--- src/rtl/hswm_pkg.sv ---
package hswm_pkg;

  typedef enum logic [2:0] {
    ST_IDLE = 3'd0,
    ST_DIR  = 3'd1,
    ST_ADDR = 3'd2,
    ST_WAIT = 3'd3,
    ST_DATA = 3'd4,
    ST_REL  = 3'd5
  } hswm_state_e;

  // true on the last permitted wait sample
  function automatic logic wait_expired(input int cnt, input int limit);
    return cnt == limit - 1;
  endfunction

  // true on the final data beat
  function automatic logic beat_final(input int beat, input int nbeat);
    return beat == nbeat - 1;
  endfunction

  // bit offset of a beat inside the packed data vector
  function automatic int beat_lsb(input int beat, input int width);
    return beat * width;
  endfunction

endpackage

--- src/rtl/hswm_tmo.sv ---
module hswm_tmo #(
  parameter int TMO = 16
) (
  input  logic clk,
  input  logic rst_n,
  input  logic clr,
  input  logic run,
  output logic fire
);
  localparam int CW = $clog2(TMO + 1);

  logic [CW-1:0] cnt_q;

  assign fire = run && hswm_pkg::wait_expired(int'(cnt_q), TMO);

  always_ff @(posedge clk or negedge rst_n) begin
    if (!rst_n) begin
      cnt_q <= '0;
    end else if (clr) begin
      cnt_q <= '0;
    end else if (run && !fire) begin
      cnt_q <= cnt_q + CW'(1);
    end
  end
endmodule

--- src/rtl/hswm_seq.sv ---
module hswm_seq
  import hswm_pkg::*;
#(
  parameter int NBEAT = 4,
  localparam int BW = (NBEAT > 1) ? $clog2(NBEAT) : 1
) (
  input  logic          clk,
  input  logic          rst_n,
  input  logic          start,
  input  logic          rdy,
  input  logic          tmo_fire,
  output hswm_state_e   state,
  output logic [BW-1:0] beat,
  output logic          start_acc,
  output logic          tmo_clr,
  output logic          tmo_run,
  output logic          done,
  output logic          err
);
  hswm_state_e st_q, st_d;
  logic [BW-1:0] beat_q;
  logic last_beat;
  logic rel_evt;

  assign state     = st_q;
  assign beat      = beat_q;
  assign start_acc = (st_q == ST_IDLE) && start;
  assign last_beat = beat_final(int'(beat_q), NBEAT);
  assign rel_evt   = (st_q == ST_REL) && !rdy;
  assign tmo_clr   = (st_q != ST_WAIT);
  assign tmo_run   = (st_q == ST_WAIT) && !rdy;

  always_comb begin
    st_d = st_q;
    unique case (st_q)
      ST_IDLE: if (start) st_d = ST_DIR;
      ST_DIR:  st_d = ST_ADDR;
      ST_ADDR: st_d = ST_WAIT;
      ST_WAIT: begin
        if (rdy)           st_d = ST_DATA;
        else if (tmo_fire) st_d = ST_IDLE;
      end
      ST_DATA: if (last_beat) st_d = ST_REL;
      ST_REL:  if (!rdy) st_d = ST_IDLE;
      default: st_d = ST_IDLE;
    endcase
  end

  always_ff @(posedge clk or negedge rst_n) begin
    if (!rst_n) begin
      st_q   <= ST_IDLE;
      beat_q <= '0;
      done   <= 1'b0;
      err    <= 1'b0;
    end else begin
      st_q <= st_d;
      done <= rel_evt;
      if (st_q == ST_DATA) beat_q <= beat_q + BW'(1);
      else                 beat_q <= '0;
      if (start_acc)     err <= 1'b0;
      else if (tmo_fire) err <= 1'b1;
    end
  end
endmodule

--- src/rtl/hswm_drive.sv ---
module hswm_drive
  import hswm_pkg::*;
#(
  parameter int AW    = 16,
  parameter int DW    = 16,
  parameter int NBEAT = 4,
  localparam int BW = (NBEAT > 1) ? $clog2(NBEAT) : 1,
  localparam int VW = NBEAT * DW
) (
  input  logic          clk,
  input  logic          rst_n,
  input  logic          load,
  input  logic [AW-1:0] cmd_addr,
  input  logic [VW-1:0] cmd_data,
  input  hswm_state_e   state,
  input  logic [BW-1:0] beat,
  output logic          bus_wr,
  output logic          bus_addr_oe,
  output logic [AW-1:0] bus_addr,
  output logic          bus_req,
  output logic          bus_data_oe,
  output logic [DW-1:0] bus_data
);
  logic [AW-1:0] addr_q;
  logic [VW-1:0] data_q;
  logic [DW-1:0] words [NBEAT];

  always_ff @(posedge clk or negedge rst_n) begin
    if (!rst_n) begin
      addr_q <= '0;
      data_q <= '0;
    end else if (load) begin
      addr_q <= cmd_addr;
      data_q <= cmd_data;
    end
  end

  for (genvar g = 0; g < NBEAT; g++) begin : g_word
    assign words[g] = data_q[beat_lsb(g, DW) +: DW];
  end

  always_comb begin
    bus_wr      = (state != ST_IDLE);
    bus_addr_oe = (state != ST_IDLE) && (state != ST_DIR);
    bus_req     = (state == ST_WAIT) || (state == ST_DATA) || (state == ST_REL);
    bus_data_oe = (state == ST_DATA);
    bus_addr    = bus_addr_oe ? addr_q : '0;
    bus_data    = bus_data_oe ? words[beat] : '0;
  end
endmodule

--- src/rtl/hs_wr_master.sv ---
module hs_wr_master
  import hswm_pkg::*;
#(
  parameter int AW    = 16,
  parameter int DW    = 16,
  parameter int NBEAT = 4,
  parameter int TMO   = 16,
  localparam int BW = (NBEAT > 1) ? $clog2(NBEAT) : 1,
  localparam int VW = NBEAT * DW
) (
  input  logic          clk,
  input  logic          rst_n,
  input  logic          cmd_start,
  input  logic [AW-1:0] cmd_addr,
  input  logic [VW-1:0] cmd_data,
  input  logic          bus_rdy,
  output logic          bus_wr,
  output logic          bus_addr_oe,
  output logic [AW-1:0] bus_addr,
  output logic          bus_req,
  output logic          bus_data_oe,
  output logic [DW-1:0] bus_data,
  output logic          busy,
  output logic          done,
  output logic          err
);
  hswm_state_e   st;
  logic [BW-1:0] beat;
  logic          start_acc;
  logic          tmo_clr;
  logic          tmo_run;
  logic          tmo_fire;

  hswm_seq #(.NBEAT(NBEAT)) seq_i (
    .clk(clk), .rst_n(rst_n), .start(cmd_start), .rdy(bus_rdy),
    .tmo_fire(tmo_fire), .state(st), .beat(beat), .start_acc(start_acc),
    .tmo_clr(tmo_clr), .tmo_run(tmo_run), .done(done), .err(err)
  );

  hswm_tmo #(.TMO(TMO)) tmo_i (
    .clk(clk), .rst_n(rst_n), .clr(tmo_clr), .run(tmo_run), .fire(tmo_fire)
  );

  hswm_drive #(.AW(AW), .DW(DW), .NBEAT(NBEAT)) drv_i (
    .clk(clk), .rst_n(rst_n), .load(start_acc), .cmd_addr(cmd_addr),
    .cmd_data(cmd_data), .state(st), .beat(beat), .bus_wr(bus_wr),
    .bus_addr_oe(bus_addr_oe), .bus_addr(bus_addr), .bus_req(bus_req),
    .bus_data_oe(bus_data_oe), .bus_data(bus_data)
  );

  assign busy = (st != ST_IDLE);
endmodule


--- config.mk ---
export PLATFORM = sky130hd
export DESIGN_NAME = hs_wr_master
export DESIGN_NICKNAME = d
export VERILOG_FILES = /design/src/rtl/hswm_pkg.sv /design/src/rtl/hswm_tmo.sv /design/src/rtl/hswm_seq.sv /design/src/rtl/hswm_drive.sv /design/src/rtl/hs_wr_master.sv
export SDC_FILE = /design/constraint.sdc
export NUM_CORES = 1
export LEC_CHECK = 0
export BUFFER_PORTS_ARGS = -buffer_cell sky130_fd_sc_hd__buf_2
export CAP_MARGIN = 20
export CORE_MARGIN = 10
export CORE_UTILIZATION = 48
export CTS_BUF_LIST = sky130_fd_sc_hd__clkbuf_8
export DETAILED_ROUTE_END_ITERATION = 12
export GPL_TIMING_DRIVEN = 0
export PLACE_DENSITY = 0.72
export SLEW_MARGIN = 25
export SYNTH_ARGS = -nofsm -noshare
export SYNTH_HDL_FRONTEND = slang
export SYNTH_SLANG_ARGS = --single-unit
--- constraint.sdc ---
create_clock -name clk -period 4.32 [get_ports clk]
set_clock_uncertainty 0.05 [all_clocks]
set_input_delay 0.432 -clock clk [delete_from_list [all_inputs] [get_ports clk]]
set_output_delay 0.432 -clock clk [all_outputs]
set_load 0.02 [all_outputs]
==> metrics.yaml <==
worst_setup_path:
  end_kind: "output port"
  crit_required_ns: 3.84
  arrival_ns: 2.38
  cp-start-kind: "flip-flop"
  r2r-end: "drv_i.data_q[46]$_DFFE_PN0P_"
  ff2ff_setup_slack_ns: 2.45
  ff2ff_path_depth: 4
  worstSetupPathType: "flip-flop to output port"
  cp_max_fo: 10
  r2r-start: "seq_i.state[2]$_DFFE_PN0P_"
cts:
  cts_tree: "built"
  cts_made_buffers: 9
  clock-sinks: 92
  cts_htree_levels: 3
  clk_latency_ns: 0.35
  clockBufferDepth: 2
  post_cts_buffers: 0
  clk_transition_reported_paths_ns: 0.08
  clockRootBuffer: "clkbuf_8"
  cts_resized: 0
die:
  dieArea_mm2: 0.0129
  io_pins: 123
  die_x_um: 114
  start_util: 0.488
  die_y_um: 114
  rows: 34
  core_area_mm2: 0.00864
cells_and_area:
  area_growth_pct: 23.4
  utilization: 0.602
  diodes: 0
  drive_gt1_frac: 0.567
  nets: 507
synth:
  syn_avg_cell_area_um2: 14.7
  synth_cells: 286
  ys_seq_area_frac: 0.546
  synth_ff_type: "dfrtp_1"
  synth_top_area_cell: "dfrtp_1"
  syn-num-nets: 373
  ys_warn_count: 0
  synthDistinctLibCells: 32
  yosys-top-cells-area: "dfrtp_1, mux2_2, mux4_2"
  synth_seq_cells: 92
  synth_area_mm2: 0.00421
  synthArstFlopShare: 1.00
  synth_edf_count: 0
  synth_top_area_frac: 0.546
grt:
  grt_pass1_vias: 3046
  grt_pass1_wl_um: 15400
  grt.total_usage: 0.150
  grt_max_degree: 48
  grt-ovfl-total: 0
  antenna_found_initial: 1
detailed_routing:
  vias_per_cell: 5.16
  ant_nets: 0
  routed_wire_length_per_instance_um: 18.3
  drcViolationCount: 0
  finalWirelength_um: 9750
  vias: 2750
  first_iter_violations: 70
  dr.pass1.iters: 4
timing:
  fin_crit_ns: 2.86
  fmax_ghz: 0.350
  rsz0062_at_grt: "false"
  slew_headroom: 0.433
  setup_slack_ns: 1.46
  tightest_slew_ns: 0.847
  post-route-period-util: 0.661
  hold_viol: 0
  setup_viol: 0
  setup_tns_ns: 0
  drv_slew: 0
power:
  p_leak_nw: 2.44
  power-per-cell-area_mw_per_mm2: 661
  vdd_drop_max_mv: 0.345
place:
  port_buffers: 121
  hpwl_um: 7430
  gp_congestion: 0.788
  dp_slack_ns: 1.79
hold_path:
  hp-start: "cmd_data[9]"
  min_path_type: "primary input to flip-flop"
  min_to: "drv_i.data_q[9]$_DFFE_PN0P_"
  holdPathStages: 2
job:
  cap_violations: 0
status:
  outcome: "complete, no violations"
## worst max path at each step
stage | from | endpoint | cells after the start | slack (ns)
finish | seq_i.state[1]$_DFFE_PN0P_ | bus_data[14] | 5 | 1.46
global route | seq_i.state[1]$_DFFE_PN0P_ | bus_data[14] | 5 | 1.26
CTS | seq_i.state[1]$_DFFE_PN0P_ | bus_data[14] | 5 | 1.42
detailed placement | seq_i.state[1]$_DFFE_PN0P_ | bus_data[14] | 5 | 1.79
global placement | seq_i.state[1]$_DFFE_PN0P_ | bus_data[14] | 5 | 1.80
floorplan | seq_i.beat[0]$_DFF_PN0_ | bus_data[10] | 4 | 2.23
## kinds of logic after synthesis
group / share of synthesized area
DFF: 0.546
adders and majority gates: 0.00891
buffers and inverters: 0.0365
and+or+nand+nor: 0.0834
xor gates and xnor gates: 0.00416
muxes: 0.302
AOI/OAI and AO/OA: 0.0190
## cells in the mapped netlist (all sizes together) (3+ instances only)
master   n
inv      6
ha       3
o21ai    3
clkbuf   5
buf     12
and2    17
mux4    16
nand2    4
mux2    80
nor2     9
nor2b   19
dfrtp   92
## layer usage
layer | part of all wire | wire length (um) | up-vias | GRT usage
met5 | 0.0012 | 12 | - | 0
met4 | 0.011 | 110 | 2 | 0.0508
met3 | 0.057 | 558 | 11 | 0.0457
met2 | 0.53 | 5150 | 61 | 0.260
met1 | 0.40 | 3920 | 1394 | 0.172
li1 | - | - | 1282 | -
## timing repair
item                                   4_1_cts  5_1_grt
hold buffers                                 1        0
endpoints found under the hold margin       45        0
setup endpoints to repair                    0        0
## layout make-up
cell class                 instances  area [um^2]
fill                             717         3440
sequential                        92         2300
multi-input combinational        171         1760
timing repair buffer             123          649
clock buffer                      10          138
tap                              108          135
buffer                            17          131
clock inverter                     6         63.8
inverter                           6         22.5
## critical path, stage by stage, from the launching register on
cell	delay (ns)
dfrtp_1	0.46
nand2b_1	0.25
nor2_1	0.49
clkbuf_1	0.42
and2_1	0.23
buf_2	0.18
## flip-flops by register name (all words and copies together), names as in the netlist
register / count
seq_i.done: 1
tmo_i.cnt_q: 5
seq_i.err: 1
drv_i.addr_q: 16
seq_i.state: 3
drv_i.data_q: 64
seq_i.beat: 2
## per-stage QoR
step	area, um^2	std cells	power [mW]	hold WS (ns)
2_1_floorplan	4210	286	2.49	0.0864
3_3_place_gp	4950	515	2.84	0.414
3_5_place_dp	4990	516	2.90	0.341
4_1_cts	5200	533	3.48	0.233
5_1_grt	5200	533	3.66	0.231
6_report	5200	533	3.44	0.249
## cell usage in the layout, fill, tap and decap left out, types with 6 or more instances in the layout
cell / netlist / final
mux2_1: 7 / 7
nor2b_1: 19 / 19
buf_2: 3 / 123
and2_1: 17 / 17
mux4_2: 16 / 16
clkbuf_8: 0 / 10
mux2_2: 73 / 73
dfrtp_1: 92 / 92
inv_1: 6 / 6
nor2_1: 8 / 8
buf_6: 8 / 9
## where the power goes
| group | switching [mW] | total [mW] | internal, mW | leakage, nW |
|---|---|---|---|---|
| Combinational | 0.630 | 1.38 | 0.752 | 1.23 |
| Sequential | 0.206 | 1.47 | 1.27 | 1.11 |
| Clock | 0.299 | 0.581 | 0.282 | 0.0983 |
No activity file was read; power rests on OpenSTA's default activity.
